**config.mk**
```make
export PLATFORM = sky130hd
export DESIGN_NAME = wdog_timer
export DESIGN_NICKNAME = d
export VERILOG_FILES = /design/src/rtl/wdog_timer.sv
export SDC_FILE = /design/constraint.sdc
export NUM_CORES = 1
export LEC_CHECK = 0
export BUFFER_PORTS_ARGS = -buffer_cell sky130_fd_sc_hd__buf_4
export CAP_MARGIN = 15
export CORE_UTILIZATION = 55
export DETAILED_ROUTE_END_ITERATION = 12
export PLACE_DENSITY = 0.76
export SLEW_MARGIN = 5
export SYNTH_ARGS = -nofsm -noshare
export SYNTH_HDL_FRONTEND = slang
export SYNTH_SLANG_ARGS = --single-unit
```
**constraint.sdc**
```tcl
create_clock -name clk -period 7.7 [get_ports clk]
set_clock_uncertainty 0.2 [all_clocks]
set_input_delay 0.77 -clock clk [delete_from_list [all_inputs] [get_ports clk]]
set_output_delay 0.77 -clock clk [all_outputs]
set_load 0.05 [all_outputs]
```
**src/rtl/wdog_timer.sv**
```systemverilog
module wdog_timer #(
  parameter int CW = 16,
  parameter int PW = 8,
  parameter logic [CW-1:0] SVC_KEY = 16'hB00C
) (
  input  logic          clk,
  input  logic          rst_n,
  input  logic          src_tick,
  input  logic          wr_en,
  input  logic [1:0]    wr_addr,
  input  logic [CW-1:0] wr_data,
  output logic [CW-1:0] count,
  output logic          irq,
  output logic          wdt_rst
);
  localparam int B_UP = 0, B_ACT = 1, B_PS = 2, B_WD = 5, B_PER = 6, B_EN = 7;
  localparam logic [PW-1:0] DIV16 = PW'(15), DIV256 = PW'(255);

  logic [7:0]    ctrl_q;
  logic [CW-1:0] load_q;
  logic [PW-1:0] pc, div_m1;

  always_comb
    case (ctrl_q[B_PS+1:B_PS])
      2'b01:   div_m1 = DIV16;
      2'b10:   div_m1 = DIV256;
      default: div_m1 = '0;
    endcase

  wire wd      = ctrl_q[B_WD];
  wire run     = wd | ctrl_q[B_EN];
  wire down    = wd | ~ctrl_q[B_UP];
  wire wr_load = wr_en && wr_addr == 2'd0;
  wire wr_ctrl = wr_en && wr_addr == 2'd1;
  wire wr_svc  = wr_en && wr_addr == 2'd2 && wr_data == SVC_KEY;
  wire enter   = wr_ctrl && !wd && wr_data[B_WD];
  wire ld_new  = wr_load && !wd;
  wire reload  = ld_new | enter | wr_svc;
  wire step    = run && src_tick && (pc >= div_m1) && !reload;
  wire at_end  = down ? (count == '0) : (&count);
  wire expire  = step && at_end;
  wire [CW-1:0] wrap_val = (wd | ctrl_q[B_PER]) ? load_q : (down ? '1 : '0);

  always_ff @(posedge clk or negedge rst_n)
    if (!rst_n) begin
      ctrl_q <= '0;
      load_q <= '0;
    end else begin
      if (ld_new) load_q <= wr_data;
      if (wr_ctrl)
        ctrl_q <= wd ? {ctrl_q[7:2], wr_data[B_ACT], ctrl_q[0]} : wr_data[7:0];
    end

  always_ff @(posedge clk or negedge rst_n)
    if (!rst_n) begin
      count <= '0;
      pc    <= '0;
    end else if (reload) begin
      count <= ld_new ? wr_data : load_q;
      pc    <= '0;
    end else if (run && src_tick) begin
      pc <= step ? '0 : pc + 1'b1;
      if (step) count <= at_end ? wrap_val : (down ? count - 1'b1 : count + 1'b1);
    end

  always_ff @(posedge clk or negedge rst_n)
    if (!rst_n) begin
      irq     <= 1'b0;
      wdt_rst <= 1'b0;
    end else begin
      wdt_rst <= expire && wd && !ctrl_q[B_ACT];
      if (wr_svc) irq <= 1'b0;
      else if (expire && (!wd || ctrl_q[B_ACT])) irq <= 1'b1;
    end
endmodule


```
After elaboration in Yosys (flattened, before gate mapping)
Index checks and enable logic that the tools add are counted.
{"block": "totals", "output_inout_bits": 18, "ff_bits": 50, "input_bits": 22, "elab_cells": 65}
{"block": "classes", "reduce_logical": 26, "magnitude_cmp": 1, "bitwise_logic": 7, "mux": 16, "n_addsub": 3, "eq_ne": 5}
{"operator": "two-way mux 16 bit", "count": 8}
{"operator": "two-way mux 8 bit", "count": 3}
{"operator": "adder 16 x 1 -> 16 bit, second input constant", "count": 1}
{"operator": "== test 16 bit, second input constant", "count": 1}
{"operator": "logical NOT 16 bit", "count": 1}
{"operator": "one-hot mux 8 bit (2 select lines)", "count": 1}
{"operator": "AND reduction 16 bit", "count": 1}
{"operator": "subtractor 16 x 1 -> 16 bit, second input constant", "count": 1}
{"operator": "logical AND 1 bit", "count": 14}
{"operator": "adder 8 x 1 -> 8 bit, second input constant", "count": 1}
{"operator": ">= comparator 8 bit", "count": 1}
{"operator": "two-way mux 6 bit", "count": 1}
{"operator": "nonzero test 2 bit", "count": 3}
{"operator": "OR 1 bit", "count": 5}
{"operator": "== test 2 x 1 -> 1 bit, second input constant", "count": 2}
{"operator": "== test 2 bit, second input constant", "count": 2}
{"operator": "AND reduction 2 bit", "count": 2}
{"operator": "logical NOT 1 bit", "count": 3}
{"operator": "two-way mux 1 bit", "count": 3}
{"operator": "logical NOT 2 bit", "count": 1}
{"operator": "NOT 1 bit", "count": 2}
{"operator": "logical OR 1 bit", "count": 1}

Logic depth before layout (Yosys ltp)
Gate-level depths: netlist of run 1.
{"block": "depth", "word_depth": 12, "depth_mapped": 12, "depth_no_buf": 11}

Worst setup path before layout of run 1
OpenSTA, ideal clock, no wires.
{"block": "synth_timing", "path_kind": "register -> register", "start": "register ctrl_q[5]", "end": "register count[10]", "setup_time_ns": 0.131, "required_ns": 7.369, "path_buffers": 0, "path_slack_ns": 4.632, "arrival_time_ns": 2.737, "path_stages_with_launch": 11, "period_less_slack_ns": 3.068, "cell_sequence": "dfrtp_1 > and2b_4 > inv_1 > fa_1 > a211oi_1 > o21bai_1 > a21oi_2 > nor2_1 > or4_1 > a311oi_1 > o21ai_0"}
{"block": "synth_via", "elab_chain_len": 9, "word_cells_on_any_way": 25, "cone_classes": "mux: 9; bitwise: 5; reduce/logical: 11"}
{"element": "from (decl)", "line": "19", "rtl": "logic [7:0] ctrl_q;"}
{"element": "from (signal assigned)", "line": "51", "rtl": "ctrl_q <= wd ? {ctrl_q[7:2], wr_data[B_ACT], ctrl_q[0]} : wr_data[7:0];"}
{"element": "logical NOT 1 bit", "line": "36, 37"}
{"element": "logical AND 1 bit (2 in a row)", "line": "36", "rtl": "wire enter = wr_ctrl && !wd && wr_data[B_WD];"}
{"element": "OR 1 bit (2 in a row)", "line": "38", "rtl": "wire reload = ld_new | enter | wr_svc;"}
{"element": "logical NOT 1 bit", "line": "39", "rtl": "wire step = run && src_tick && (pc >= div_m1) && !reload;"}
{"element": "logical AND 1 bit", "line": "39"}
{"element": "nonzero test 2 bit (no source line)"}
{"element": "AND reduction 2 bit (no source line)"}
{"element": "to (signal assigned)", "line": "59", "rtl": "count <= ld_new ? wr_data : load_q;"}
{"element": "to (signal assigned)", "line": "63", "rtl": "if (step) count <= at_end ? wrap_val : (down ? count - 1'b1 : count + 1'b1);"}
{"element": "to (decl)", "line": "12", "rtl": "output logic [CW-1:0] count,"}
Parallel ways exist; a longest one is shown, timed or not. The select of a mux whose other input is x is not followed.
A chain may end at the register's enable or synchronous reset.

Worst setup path after layout of run 1
{"block": "layout_timing", "start": "register ctrl_q[5]", "end": "register count[13]"}
Same word-level chain as after synthesis.

==> results of run 1 <==
## layer usage
metal	global-route usage	vias up	part of all wire	routed length, um
met3	0.04659	16	0.054	465
met4	0.07500	0	0.017	149
li1	-	1429	-	-
met2	0.4744	109	0.49	4189
met1	0.3993	1478	0.44	3827
met5	0	-	0	0
## registers in the layout (all words and copies together) (netlist names)
name,count
wdt_rst,1
pc,8
load_q,16
count,16
ctrl_q,7
irq,1
## cells in the mapped netlist, types with 7 or more instances
cell                      number  area share
sky130_fd_sc_hd__dfrtp_1      49        0.36
sky130_fd_sc_hd__a21oi_1      27       0.040
sky130_fd_sc_hd__mux2_2       21       0.070
sky130_fd_sc_hd__nor4_1        7       0.013
sky130_fd_sc_hd__o21ai_0      30       0.045
sky130_fd_sc_hd__nor3_1        7       0.010
sky130_fd_sc_hd__nor2_1       24       0.027
sky130_fd_sc_hd__o21a_1        9       0.020
sky130_fd_sc_hd__ha_1         21       0.078
sky130_fd_sc_hd__xnor2_1       7       0.018
sky130_fd_sc_hd__nand3_1      10       0.015
sky130_fd_sc_hd__nand2_1      26       0.029
## metrics by stage
step,setup WS [ps],cells,power [uW],utilization,instance area [um^2]
floorplan,4632,356,1158,-,3366
global placement,4025,457,1381,0.6171,3654
detailed placement,3910,457,1407,0.6171,3654
CTS,3886,465,1560,0.6310,3736
global route,3599,465,1693,0.6310,3736
finish,3835,465,1567,0.6310,3736
## worst min path at each step
stage	to	start	slack (ps)
global route	pc[5]	rst_n	330
global placement	ctrl_q[1]	ctrl_q[1]	280
detailed placement	ctrl_q[1]	ctrl_q[1]	280
finish	pc[7]	rst_n	280
floorplan	count[0]	rst_n	270
CTS	count[7]	rst_n	300
## cell type report
| class | count | area share |
|---|---|---|
| Multi-Input combinational cell | 288 | 0.5402 |
| Sequential cell | 49 | 0.3282 |
| Timing Repair Buffer | 39 | 0.07837 |
| Tap cell | 75 | 0.02512 |
| Clock buffer | 6 | 0.01942 |
| Inverter | 6 | 0.006028 |
| Clock inverter | 2 | 0.002679 |
## worst max-delay path, delay by kind of cell, from the launching register on
| kind | cells | cell delay [ps] |
|---|---|---|
| AOI/OAI and AO/OA | 5 | 1210 |
| DFF | 1 | 770 |
| and+or+nand+nor | 3 | 730 |
| buffers and inverters | 1 | 440 |
| adders and majority gates | 1 | 400 |
## logic make-up (layout without fill, tap and decap cells)
kind of cell	after synthesis	after routing	synth area share
AOI/OAI and AO/OA	122	122	0.2338
DFF	49	49	0.3643
muxes	23	23	0.07993
buffers and inverters	19	53	0.03606
adders and majority gates	22	22	0.08401
xor gates and xnor gates	13	13	0.03383
and+or+nand+nor	108	108	0.1680
## power breakdown
| group | internal [uW] | switching, uW | total [uW] |
|---|---|---|---|
| sequential | 352 | 118 | 471 |
| combinational | 382 | 565 | 947 |
| clock | 63.2 | 86.8 | 150 |
| total | 798 | 769 | 1570 |
==> flow_summary.rst, run 1 <==
.. list-table::
   :header-rows: 1

   * - Metric
     - Value
   * - Die area
     - ~0.0064 mm^2
   * - Multi-input gate area
     - between 0.002 and 0.0025 mm^2
   * - Count of buffers inserted at the top-level ports
     - 39
   * - Hold Fails Final Rpt
     - 0
   * - Clock latency of the later-clocked register in the worst-skew pair
     - between 300 and 400 ps
   * - Achievable Freq
     - between 200 and 300 MHz
   * - Detailed Place HPWL
     - approximately 6.3 mm
   * - Endpoint of the most critical register-to-register path
     - count[13]
   * - Seq cells post-synth
     - 49
   * - Synthesized cell area
     - about 0.0034 mm^2
   * - Outcome
     - finished clean
   * - Die boundary width
     - approximately 80 um
   * - Number of cell rows
     - 28
   * - Share of the cycle needed by the critical path after routing
     - 0.5019
   * - Worst slew pin tran
     - roughly 1000 ps
   * - Accumulated negative setup slack
     - 0 ps
   * - Placer congestion estimate
     - between 0.8 and 0.9
   * - Number of buffers inserted to repair setup after CTS
     - 0
   * - Critical-path maximum fanout
     - 24
   * - Global-route wire length before repair
     - approximately 14 mm
   * - Number of distinct library cells after synthesis
     - 64
   * - DRT iter0 DRCs
     - 250
   * - Commonest non-fill, non-tap cell in the layout
     - sky130_fd_sc_hd__dfrtp_1
   * - Synth async-reset ratio
     - 1.000
   * - Capturing element type of the critical path
     - flop
   * - Count of nets left with antenna violations after detail routing
     - 0
   * - Depth of the worst register-to-register path
     - 10
   * - TritonRoute pass-1 iters
     - 6
   * - Clock sink total
     - just under 50
   * - Final-stage net count
     - 433
   * - Count of max-cap constraint violations
     - 0
   * - Signed area change from the synthesized netlist to the final layout
     - 11.00%
   * - Worst slew margin
     - 0.3213
   * - Most frequently used flop master after synthesis
     - sky130_fd_sc_hd__dfrtp_1
   * - Starting utilization of the core area
     - 0.5685
   * - Critical path class
     - flop to flop
   * - Detail-routed via count per cell
     - roughly 6.5
   * - Layout cells sized above 1
     - 0.2000
   * - Die height
     - approximately 80 um
   * - Count of flip-flops with a built-in enable after synthesis
     - 0
   * - Synthesized Nets
     - 400
   * - Number of H-tree levels
     - 2
   * - Largest incremental delay on the critical path
     - approximately 770 ps
   * - Cts-stage hold buffer count
     - 0
   * - Portion of the post-synthesis area used by sequential elements
     - 0.3643
   * - Pin count of the biggest net entering global routing
     - 50
   * - Boundary pin count
     - 40
   * - CTS resizes
     - 0
   * - Synthesis Warnings
     - 0
   * - Detailed-route wire length per cell
     - approximately 19 um
   * - Avg Cell Area, Syn
     - 9.454 um^2
   * - Required time reported for the critical path endpoint
     - a little under 8000 ps
   * - Core region area
     - 0.005921 mm^2
   * - Routed WL
     - about 8.6 mm
   * - Clock tree buffer depth
     - 2
   * - R2r startpoint
     - ctrl_q[5]
   * - Number of clock buffers inserted by TritonCTS
     - 5
   * - Tightest Hold Check Type
     - input port to async pin
   * - Total number of vias
     - slightly above 3k
   * - Final Critical Period
     - between 3000 and 4000 ps
   * - Slew Limit Fails
     - 0
   * - Power density of the placed cells
     - 419.5 mW/mm^2
   * - Total DRC errors in the routed layout
     - 0
   * - Crit path DAT
     - just under 4000 ps
   * - Startpoint type of the worst setup path
     - flop
   * - Reg2reg setup slack
     - around 3800 ps
   * - Clock slew at reported path FFs
     - around 90 ps
   * - Synthesized instance count
     - about 360
   * - TritonCTS clock tree
     - yes
   * - Tot GR Track Use
     - 0.2903
   * - Number of global-route vias before repair
     - ~2.8k
   * - Unrepaired setup endpoints after global routing
     - no
   * - Lkg Pwr
     - roughly 0.0016 uW
   * - Final-layout fill cell count
     - 517
   * - Most frequent cells in the layout
     - sky130_fd_sc_hd__dfrtp_1, sky130_fd_sc_hd__buf_4, sky130_fd_sc_hd__o21ai_0
   * - Final hold slack
     - between 200 and 300 ps
   * - Diode insertion count for antenna repair
     - 0
   * - Worst voltage drop across the vdd grid
     - slightly below 0.3 mV
   * - Critical path, cell by cell
     - and2b_4 > inv_1 > ha_1 > and3_1 > a22oi_1 > a31oi_1 > o21ai_1 > and4_1 > o21ai_0 > a221o_1
   * - Overall overflow remaining after global route
     - 0
   * - Clock root cell
     - sky130_fd_sc_hd__clkbuf_8
   * - End point of the critical path
     - count[13]
   * - Final setup violation count
     - 0
   * - Slowest CP cell
     - sky130_fd_sc_hd__dfrtp_1
   * - Critical path origin
     - ctrl_q[5]
   * - Antenna violations before repair
     - 0
   * - Register Area
     - 0.001226 mm^2
Note: power is estimated with default switching activity, not from simulation.
==> run 2, diff against run 1 <==
Settings changed: ABC_AREA set to 1, CORE_UTILIZATION 55 to 54, PLACE_DENSITY 0.76 to 0.77.
Clock period 7.7 ns to 3.3 ns, I/O delays scaled along.
==> run 2 against run 1 <==
Global-route usage fell by 4.3 points. Non-clock buffer count grew 4. Sequential share of layout area decreased by 4.0 points. Setup slack worse by 3000 ps. Synthesized cell count increased by 58%. Utilization decreased by 0.81 points. Via count up 20%.
==> flow_summary.rst, run 2 <==
.. list-table::
   :header-rows: 1

   * - Metric
     - Value
   * - Outcome
     - finished clean (unchanged)
   * - Final setup violation count
     - 0 (unchanged)
   * - Count of flip-flops with a built-in enable after synthesis
     - 0 (unchanged)
   * - Achievable Freq
     - 401.3 MHz (was 258.7 MHz)
   * - Required time reported for the critical path endpoint
     - 3300 ps (was 7690 ps)
   * - Global-route wire length before repair
     - 14.80 mm (was 14.26 mm)
   * - Most frequent cell after synthesis
     - sky130_fd_sc_hd__nand2_1 (was sky130_fd_sc_hd__dfrtp_1)
   * - Count of buffers inserted at the top-level ports
     - 39 (unchanged)
   * - Layout cells sized above 1
     - 0.1185 (was 0.2000)
   * - Hold Fails Final Rpt
     - 0 (unchanged)
   * - Commonest non-fill, non-tap cell in the layout
     - sky130_fd_sc_hd__nand2_1 (was sky130_fd_sc_hd__dfrtp_1)
   * - Worst voltage drop across the vdd grid
     - 0.3361 mV (was 0.2950 mV)
   * - Final-stage net count
     - 642 (was 433)
   * - Post-synthesis cell type with the largest combined area
     - sky130_fd_sc_hd__dfrtp_1 (unchanged)
   * - Register Area
     - 0.001226 mm^2 (unchanged)
   * - Lkg Pwr
     - 0.002334 uW (was 0.001564 uW)
   * - TritonCTS clock tree
     - yes (unchanged)
   * - Routed WL
     - 8.693 mm (was 8.632 mm)
   * - Overall overflow remaining after global route
     - 0 (unchanged)
   * - Number of clock buffers inserted by TritonCTS
     - 5 (unchanged)
   * - Die boundary width
     - 86.40 um (was 80.23 um)
   * - Hold Crit Start
     - wr_data[15]
   * - Pin count of the biggest net entering global routing
     - 50 (unchanged)
   * - Clock root cell
     - sky130_fd_sc_hd__clkbuf_8 (unchanged)
   * - Number of distinct library cells after synthesis
     - 36 (was 64)
   * - Total DRC errors in the routed layout
     - 0 (unchanged)
   * - Worst slew pin tran
     - 628.5 ps (was 1018 ps)
   * - Share of total power in the clock network
     - 0.109 (was 0.096)
   * - Count of nets left with antenna violations after detail routing
     - 0 (unchanged)
   * - Share of total power consumed by net switching
     - 0.5161 (was 0.4909)
   * - Worst slew margin
     - 0.5810 (was 0.3213)
   * - Comb pwr share
     - 0.624 (was 0.604)
   * - Critical path class
     - flop to flop (unchanged)
   * - Clock slew at reported path FFs
     - 90 ps (about the same)
   * - Avg Cell Area, Syn
     - 6.819 um^2 (was 9.454 um^2)
   * - Endpoint of the most critical register-to-register path
     - count[14] (was count[13])
   * - Share of the cycle needed by the critical path after routing
     - 0.7550 (was 0.5019)
   * - Synth async-reset ratio
     - 1.000 (unchanged)
   * - Most frequent cells in the layout
     - sky130_fd_sc_hd__nand2_1, sky130_fd_sc_hd__inv_1, sky130_fd_sc_hd__nand3_1 (was sky130_fd_sc_hd__dfrtp_1, sky130_fd_sc_hd__buf_4, sky130_fd_sc_hd__o21ai_0)
   * - Depth of the worst register-to-register path
     - 13 (was 10)
   * - Die area
     - 0.007464 mm^2 (was 0.006436 mm^2)
   * - Internal power
     - 1634 uW (was 797.9 uW)
   * - Signed area change from the synthesized netlist to the final layout
     - 10.64% (was 11.00%)
   * - Reg2reg setup slack
     - 810 ps (was 3840 ps)
   * - Total number of vias
     - 3630 (was 3032)
   * - Startpoint type of the worst setup path
     - flop (unchanged)
   * - Clock tree buffer depth
     - 2 (unchanged)
   * - Die height
     - 86.40 um (was 80.23 um)
   * - Unrepaired setup endpoints after global routing
     - no (unchanged)
   * - DRT iter0 DRCs
     - 316 (was 250)
   * - Crit path DAT
     - 2490 ps (was 3860 ps)
   * - Portion of the post-synthesis area used by sequential elements
     - 0.3188 (was 0.3643)
   * - Detailed Place HPWL
     - 6.800 mm (was 6.306 mm)
   * - Clock latency of the later-clocked register in the worst-skew pair
     - 300 ps (was 310 ps)
   * - Critical-path maximum fanout
     - 18 (was 24)
   * - Share of total power in sequential cells
     - 0.267 (was 0.300)
   * - Tightest Hold Check Type
     - input port to flop (was input port to async pin)
   * - Seq cells post-synth
     - 49 (unchanged)
   * - Area share of the leading cell type in the synthesized netlist
     - 0.3188 (was 0.3643)
   * - Detailed-route wire length per cell
     - 12.51 um (was 18.56 um)
   * - Count of max-cap constraint violations
     - 0 (unchanged)
   * - Multi-input gate area
     - 0.002183 mm^2 (was 0.002018 mm^2)
   * - Synthesized instance count
     - 564 (was 356)
   * - Starting utilization of the core area
     - 0.5630 (was 0.5685)
   * - Core region area
     - 0.006832 mm^2 (was 0.005921 mm^2)
   * - Antenna violations before repair
     - 0 (unchanged)
   * - Clock sink total
     - 49 (unchanged)
   * - Post-Place Setup Slack
     - 827.1 ps (was 3910 ps)
   * - Synthesized Nets
     - 608 (was 400)
   * - Synthesis Warnings
     - 0 (unchanged)
   * - Top flop regs
     - count: 16 flops, load_q: 16 flops, pc: 8 flops (unchanged)
   * - Detail-routed via count per cell
     - 5.223 (was 6.520)
   * - Hold Crit Depth
     - 3
   * - Sw Pwr
     - 1743 uW (was 769.5 uW)
   * - Most frequently used flop master after synthesis
     - sky130_fd_sc_hd__dfrtp_1 (unchanged)
   * - Capturing element type of the critical path
     - flop (unchanged)
   * - Largest cells by area after synthesis
     - sky130_fd_sc_hd__dfrtp_1, sky130_fd_sc_hd__nand2_1, sky130_fd_sc_hd__inv_1, sky130_fd_sc_hd__nand3_1, sky130_fd_sc_hd__ha_1 (was sky130_fd_sc_hd__dfrtp_1, sky130_fd_sc_hd__ha_1, sky130_fd_sc_hd__mux2_2, sky130_fd_sc_hd__o21ai_0, sky130_fd_sc_hd__a21oi_1)
   * - Synthesized cell area
     - 0.003846 mm^2 (was 0.003366 mm^2)
   * - R2r startpoint
     - ctrl_q[5] (unchanged)
   * - Tot GR Track Use
     - 0.2475 (was 0.2903)
   * - Number of global-route vias before repair
     - 3220 (was 2836)
   * - Slew Limit Fails
     - 0 (unchanged)
   * - Number of cell rows
     - 30 (was 28)
   * - Final-layout fill cell count
     - 656 (was 517)
   * - TritonRoute pass-1 iters
     - 5 (was 6)
   * - Accumulated negative setup slack
     - 0 ps (unchanged)
   * - Number of H-tree levels
     - 2 (unchanged)
   * - Ranking of synthesized cells by instance count
     - sky130_fd_sc_hd__nand2_1, sky130_fd_sc_hd__inv_1, sky130_fd_sc_hd__nand3_1 (was sky130_fd_sc_hd__dfrtp_1, sky130_fd_sc_hd__o21ai_0, sky130_fd_sc_hd__a21oi_1)
   * - Setup slack of the critical path after layout
     - 808.4 ps (was 3835 ps)
   * - Placer congestion estimate
     - 0.8765 (was 0.8270)
   * - Hold path endpoint
     - load_q[15]
   * - Diode insertion count for antenna repair
     - 0 (unchanged)
   * - Final Critical Period
     - 2492 ps (was 3865 ps)
   * - Boundary pin count
     - 40 (unchanged)
   * - Power density of the placed cells
     - 793.5 mW/mm^2 (was 419.5 mW/mm^2)
[run 2: cell count changes in the layout (fill, tap and decap cells not counted), sizes merged, moves of 17 or more]
cell and change:
nand3 +51, a21oi -17, nand2 +178, mux2 -21, inv +75
[run 2: what timing repair did]
action / 4_1_cts / 5_1_grt
hold buffers: 1 / 0
endpoints found under the setup margin: 0 / 0
endpoints found under the hold margin: 49 / 0
setup buffers: 0 / 0
gates resized for setup: 0 / 0
[run 2: cell families (layout without fill, tap and decap cells)]
family	after synthesis	after routing	synth area share
AOI/OAI and AO/OA	53	53	0.07222
xor gates and xnor gates	14	14	0.03188
adders and majority gates	22	22	0.07352
buffers and inverters	97	132	0.1135
DFF	49	49	0.3188
and+or+nand+nor	329	329	0.3901
[run 2: metrics by stage]
step	utilization	power, uW	cell area [um^2]	hold WS [ps]	cells
after floorplan	-	2512	3846	-165.6	564
after global placement	0.6073	2964	4149	184.7	686
after detailed placement	0.6073	3003	4149	193.8	686
after CTS	0.6229	3385	4255	126.9	695
after global routing	0.6229	3693	4255	129.5	695
final	0.6229	3377	4255	123.2	695
[run 2: worst max path at each step]
stage / end / startpoint / depth (start not counted) / slack, ps
finish: count[14] / ctrl_q[5] / 13 / 810
global route: count[9] / ctrl_q[5] / 14 / 600
CTS: count[14] / ctrl_q[5] / 13 / 810
detailed placement: count[14] / ctrl_q[5] / 13 / 830
global placement: count[14] / ctrl_q[5] / 13 / 860
floorplan: count[8] / ctrl_q[5] / 10 / 1110
[run 2: layer usage]
metal	GRT usage	vias to the layer above	wire length, um
li1	-	1852	-
met1	0.3624	1662	4121
met5	0	-	0
met2	0.3975	112	4016
met3	0.02952	4	509
met4	0.04697	0	46
[run 2: final cells by class]
type	count	share of cell area
clock buffers	6	0.01941
clock inverters	2	0.003234
inverters	81	0.07145
multi-input cells	418	0.5131
flip-flops and latches	49	0.2882
well taps	96	0.02823
repair buffers	43	0.07645
[run 2: power groups by stage]
stage	combinational, uW	clock (uW)	sequential (uW)
after floorplan	1330	0	1180
after global placement	2060	0	904
after detailed placement	2090	0	913
after CTS	2100	381	900
after global routing	2370	401	922
final	2110	368	903
[run 2: critical path, cell delays in order, from the launching register on]
cell                      delay, ps
sky130_fd_sc_hd__dfrtp_1        420
sky130_fd_sc_hd__inv_2          110
sky130_fd_sc_hd__nand2_2        260
sky130_fd_sc_hd__ha_1           450
sky130_fd_sc_hd__a21oi_1        300
sky130_fd_sc_hd__nand2_1        100
sky130_fd_sc_hd__a21oi_1        160
sky130_fd_sc_hd__nand2_1         70
sky130_fd_sc_hd__nand2_1         60
sky130_fd_sc_hd__nand2_1         40
sky130_fd_sc_hd__nand2_1         50
sky130_fd_sc_hd__nand2_1         50
sky130_fd_sc_hd__nand2_1         60
sky130_fd_sc_hd__nand2_1         50
==> run 3, diff against run 2 <==
Settings changed: ABC_AREA 1 to 0, CORE_UTILIZATION 54 to 53.
Clock period 3.3 ns to 2.1 ns, I/O delays scaled along.
==> run 3 against run 2 <==
The flow now stops in global routing (5_1_grt). Synthesized cell count fell by 37%. Area after synthesis is 12% lower.
==> flow_summary.rst, run 3 <==
.. list-table::
   :header-rows: 1

   * - Metric
     - Value
   * - Count of buffers inserted at the top-level ports
     - 39 (unchanged)
   * - Die boundary width
     - 81.69 um (was 86.40 um)
   * - Overall overflow remaining after global route
     - 420
   * - Synthesized Nets
     - 400 (was 608)
   * - Most frequently used flop master after synthesis
     - sky130_fd_sc_hd__dfrtp_1 (unchanged)
   * - Starting utilization of the core area
     - 0.5586 (was 0.5630)
   * - Post-Place Setup Slack
     - -1019 ps (was 827.1 ps)
   * - Synthesized instance count
     - 356 (was 564)
   * - Clock root cell
     - sky130_fd_sc_hd__clkbuf_8 (unchanged)
   * - Synthesized cell area
     - 0.003366 mm^2 (was 0.003846 mm^2)
   * - Number of H-tree levels
     - 2 (unchanged)
   * - Portion of the post-synthesis area used by sequential elements
     - 0.3643 (was 0.3188)
   * - Boundary pin count
     - 40 (unchanged)
   * - Most frequent cell after synthesis
     - sky130_fd_sc_hd__dfrtp_1 (was sky130_fd_sc_hd__nand2_1)
   * - Synth async-reset ratio
     - 1.000 (unchanged)
   * - Largest cells by area after synthesis
     - sky130_fd_sc_hd__dfrtp_1, sky130_fd_sc_hd__ha_1, sky130_fd_sc_hd__mux2_2, sky130_fd_sc_hd__o21ai_0, sky130_fd_sc_hd__a21oi_1 (was sky130_fd_sc_hd__dfrtp_1, sky130_fd_sc_hd__nand2_1, sky130_fd_sc_hd__inv_1, sky130_fd_sc_hd__nand3_1, sky130_fd_sc_hd__ha_1)
   * - Synthesis Warnings
     - 0 (unchanged)
   * - Outcome
     - stopped before the end (was finished clean)
   * - Clock tree buffer depth
     - 2 (unchanged)
   * - Tot GR Track Use
     - 0.9548
   * - Worst endpoint kind after the last repair
     - sequential cell input
   * - Count of flip-flops with a built-in enable after synthesis
     - 0 (unchanged)
   * - Seq cells post-synth
     - 49 (unchanged)
   * - Number of cell rows
     - 28 (was 30)
   * - Detailed Place HPWL
     - 7.882 mm (was 6.800 mm)
   * - First error line in the log
     - [ERROR GRT-0232] Routing congestion too high. Check the congestion heatmap in the GUI.
   * - Number of clock buffers inserted by TritonCTS
     - 5 (unchanged)
   * - Ranking of synthesized cells by instance count
     - sky130_fd_sc_hd__dfrtp_1, sky130_fd_sc_hd__o21ai_0, sky130_fd_sc_hd__a21oi_1 (was sky130_fd_sc_hd__nand2_1, sky130_fd_sc_hd__inv_1, sky130_fd_sc_hd__nand3_1)
   * - Avg Cell Area, Syn
     - 9.454 um^2 (was 6.819 um^2)
   * - Pin count of the biggest net entering global routing
     - 50
   * - Stopping stage
     - global routing (5_1_grt)
   * - Cell area reported after detailed placement
     - 0.004577 mm^2 (was 0.004149 mm^2)
   * - Number of distinct library cells after synthesis
     - 64 (was 36)
   * - Area share of the leading cell type in the synthesized netlist
     - 0.3643 (was 0.3188)
   * - Post-synthesis cell type with the largest combined area
     - sky130_fd_sc_hd__dfrtp_1 (unchanged)
   * - Clock sink total
     - 49 (unchanged)
   * - Final worst endpoint reported by repair_timing after global routing
     - count[9]$_DFFE_PN0P_/D
   * - Placer congestion estimate
     - 0.9714 (was 0.8765)
   * - Die height
     - 81.69 um (was 86.40 um)
run 3: changes by cell type after synthesis, sizes merged, moves of 9 or more:
cell    previous run  this run
o21a               0         9
mux2               0        21
nand3b            11         2
a21oi             11        28
buf               15         5
nand3             61        10
inv               81         6
nand2            204        26
run 3: cell families after synthesis:
group	share of synthesized area
AOI/OAI and AO/OA	0.2338
and+or+nand+nor	0.1680
DFF	0.3643
muxes	0.07993
adders and majority gates	0.08401
buffers and inverters	0.03606
xor gates and xnor gates	0.03383
run 3: per-stage QoR:
stage	cells	hold slack (ps)	TNS, ps
after global placement	568	64.05	-12060
after CTS	603	42.33	-11080
after detailed placement	568	74.85	-13910
after floorplan	356	-285.6	-9989
run 3: timing repair:
action	4_1_cts
gates cloned	2
pin swaps	30
endpoints found under the setup margin	30
buffers inserted	16
hold endpoints to repair	61
gates resized for setup	68
hold buffers	10
run 3: per-layer routing:
layer	GRT usage	GRT overflow
met5	0.2250	0
met1	0.8814	2
met4	1.200	160
met2	1.193	255
met3	0.6944	3
==> run 4, diff against run 3 <==
Settings changed: CORE_UTILIZATION 53 to 40, PLACE_DENSITY 0.77 to not set, PLACE_DENSITY_LB_ADDON set to 0.15.
Clock period 2.1 ns to 2.73 ns, I/O delays scaled along.
==> run 4 against run 3 <==
The flow now finishes, with violations (negative setup slack).
==> flow_summary.rst, run 4 (synthesized netlist as in run 1, its figures left out) <==
.. list-table::
   :header-rows: 1

   * - Metric
     - Value
   * - Outcome
     - finished with violations (was stopped before the end)
   * - Violated checks
     - negative setup slack
   * - Final-layout fill cell count
     - ~730
   * - Placer congestion estimate
     - 0.8314 (was 0.9714)
   * - Die height
     - 93.73 um (was 81.69 um)
   * - Die area
     - between 0.008 and 0.009 mm^2
   * - Total number of vias
     - approximately 3.2k
   * - Register Area
     - between 0.001 and 0.0015 mm^2
   * - Critical path class
     - flop to flop
   * - Detailed Place HPWL
     - 7.288 mm (was 7.882 mm)
   * - Startpoint type of the worst setup path
     - flop
   * - Clock sink total
     - 49 (unchanged)
   * - Die boundary width
     - 93.73 um (was 81.69 um)
   * - Detailed-route wire length per cell
     - approximately 18 um
   * - Accumulated negative setup slack
     - -908.4 ps
   * - Setup slack of the critical path after layout
     - -233.0 ps
   * - Worst slew margin
     - 0.5774
   * - Share of the cycle needed by the critical path after routing
     - 1.085
   * - Antenna violations before repair
     - 0
   * - Final-stage net count
     - about 500
   * - Signed area change from the synthesized netlist to the final layout
     - 32.19%
   * - Unrepaired setup endpoints after global routing
     - yes
   * - Achievable Freq
     - 337.5 MHz
   * - Total DRC errors in the routed layout
     - 0
   * - Starting utilization of the core area
     - 0.4117 (was 0.5586)
   * - Diode insertion count for antenna repair
     - 0
   * - Hold path endpoint
     - load_q[14]
   * - Tightest Hold Check Type
     - input port to flop
   * - Slew Limit Fails
     - 0
   * - Routed WL
     - around 9.9 mm
   * - Worst voltage drop across the vdd grid
     - around 0.62 mV
   * - TritonRoute pass-1 iters
     - 7
   * - Clock latency of the later-clocked register in the worst-skew pair
     - 310 ps
   * - Final hold slack
     - roughly 26 ps
   * - Endpoint of the most critical register-to-register path
     - count[10]
   * - Multi-input gate area
     - between 0.002 and 0.0025 mm^2
   * - R2r startpoint
     - ctrl_q[5]
   * - Hold Crit Depth
     - 2
   * - Most frequent cells in the layout
     - sky130_fd_sc_hd__buf_4, sky130_fd_sc_hd__dfrtp_1, sky130_fd_sc_hd__nand2_1, sky130_fd_sc_hd__o21ai_0, sky130_fd_sc_hd__a21oi_1
   * - Pin count of the biggest net entering global routing
     - 50
   * - Slowest CP cell
     - sky130_fd_sc_hd__or4_4
   * - Critical path, cell by cell
     - and2b_4 > clkinvlp_4 > buf_4 > ha_4 > a211oi_2 > o21bai_2 > a21oi_2 > nor2_1 > or4_4 > a311oi_2 > o21ai_1
   * - Crit path DAT
     - around 3000 ps
   * - Hold Fails Final Rpt
     - 0
   * - Power density of the placed cells
     - between 1000 and 1500 mW/mm^2
   * - Largest incremental delay on the critical path
     - 480 ps
   * - Hold Crit Start
     - wr_data[14]
   * - Depth of the worst register-to-register path
     - 11
   * - Detail-routed via count per cell
     - 5.822
   * - Top flop regs
     - count: 16 flops, load_q: 16 flops, pc: 8 flops
   * - Number of cell rows
     - 33 (was 28)
   * - Post-Place Setup Slack
     - -389.2 ps (was -1019 ps)
   * - Clock tree buffer depth
     - 2 (unchanged)
   * - Global-route wire length before repair
     - about 15 mm
   * - Final setup violation count
     - 8
   * - Capturing element type of the critical path
     - flop
   * - Number of clock buffers inserted by TritonCTS
     - 5 (unchanged)
   * - Commonest non-fill, non-tap cell in the layout
     - sky130_fd_sc_hd__buf_4
   * - Number of global-route vias before repair
     - ~3.0k
   * - Clock slew at reported path FFs
     - 90 ps
   * - Core region area
     - between 0.008 and 0.009 mm^2
   * - Number of H-tree levels
     - 2 (unchanged)
   * - Clock root cell
     - sky130_fd_sc_hd__clkbuf_8 (unchanged)
   * - Count of max-cap constraint violations
     - 0
   * - TritonCTS clock tree
     - yes
   * - Lkg Pwr
     - about 0.0019 uW
   * - Worst slew pin tran
     - 633.2 ps
   * - Layout cells sized above 1
     - 0.3695
   * - DRT iter0 DRCs
     - 200
   * - Reg2reg setup slack
     - -230 ps
   * - Tot GR Track Use
     - 0.2281
   * - Count of nets left with antenna violations after detail routing
     - 0
   * - Overall overflow remaining after global route
     - 0
   * - Critical-path maximum fanout
     - 5
   * - Final Critical Period
     - roughly 3000 ps
   * - Count of buffers inserted at the top-level ports
     - 39 (unchanged)
   * - Boundary pin count
     - 40 (unchanged)
   * - Final core area utilization
     - 0.5442
   * - Required time reported for the critical path endpoint
     - 2720 ps
[run 4: final cells by class]
class	count	area share
repair inverters	1	0.001687
multi-input cells	289	0.4963
repair buffers	100	0.1715
flip-flops and latches	49	0.2756
inverters	6	0.005906
clock buffers	7	0.01940
well taps	105	0.02953
[run 4: timing repair]
action,in CTS,in global routing
buffers inserted,5,0
resized for setup,8,29
pin swaps,10,11
hold buffers,2,0
cloned,1,1
setup endpoints to repair,11,19
endpoints found under the hold margin,50,0
[run 4: worst max-delay path: cells and delay by family, from the launching register on]
family | cells | cell delay, ps
AND/OR/NAND/NOR | 3 | 850
AO/OA/AOI/OAI | 5 | 850
adder cells (fa/ha/maj) | 1 | 220
buffers and inverters | 2 | 330
flip-flops | 1 | 380
[run 4: stage by stage]
step	cells	instance area, um^2	power (uW)
finish	557	4449	5338
CTS	556	4293	5033
floorplan	356	3390	3299
detailed placement	541	4120	4506
global placement	541	4120	4480
global route	557	4449	5712
[run 4: worst max-delay path by stage]
| stage | slack [ps] | endpoint | startpoint | cells after the start |
|---|---|---|---|---|
| 5_1_grt | -370 | count[10] | ctrl_q[5] | 11 |
| 6_report | -230 | count[10] | ctrl_q[5] | 11 |
| 4_1_cts | -240 | count[13] | ctrl_q[5] | 12 |
| 3_5_place_dp | -390 | count[13] | ctrl_q[5] | 10 |
| 2_1_floorplan | -310 | count[13] | ctrl_q[5] | 10 |
| 3_3_place_gp | -300 | count[13] | ctrl_q[5] | 10 |
[run 4: routing by layer]
metal,GRT usage,wire length (um),part of all wire
met5,0,0,0
met3,0.03398,504,0.051
met4,0.04359,89,0.0090
met2,0.3674,4856,0.49
met1,0.3263,4481,0.45
[run 4: where the power goes]
group,internal (uW),leakage (uW),switching [uW]
clock network,202,0.0000443,236
registers,994,0.000596,326
logic,1650,0.00126,1930
total,2850,0.00190,2490
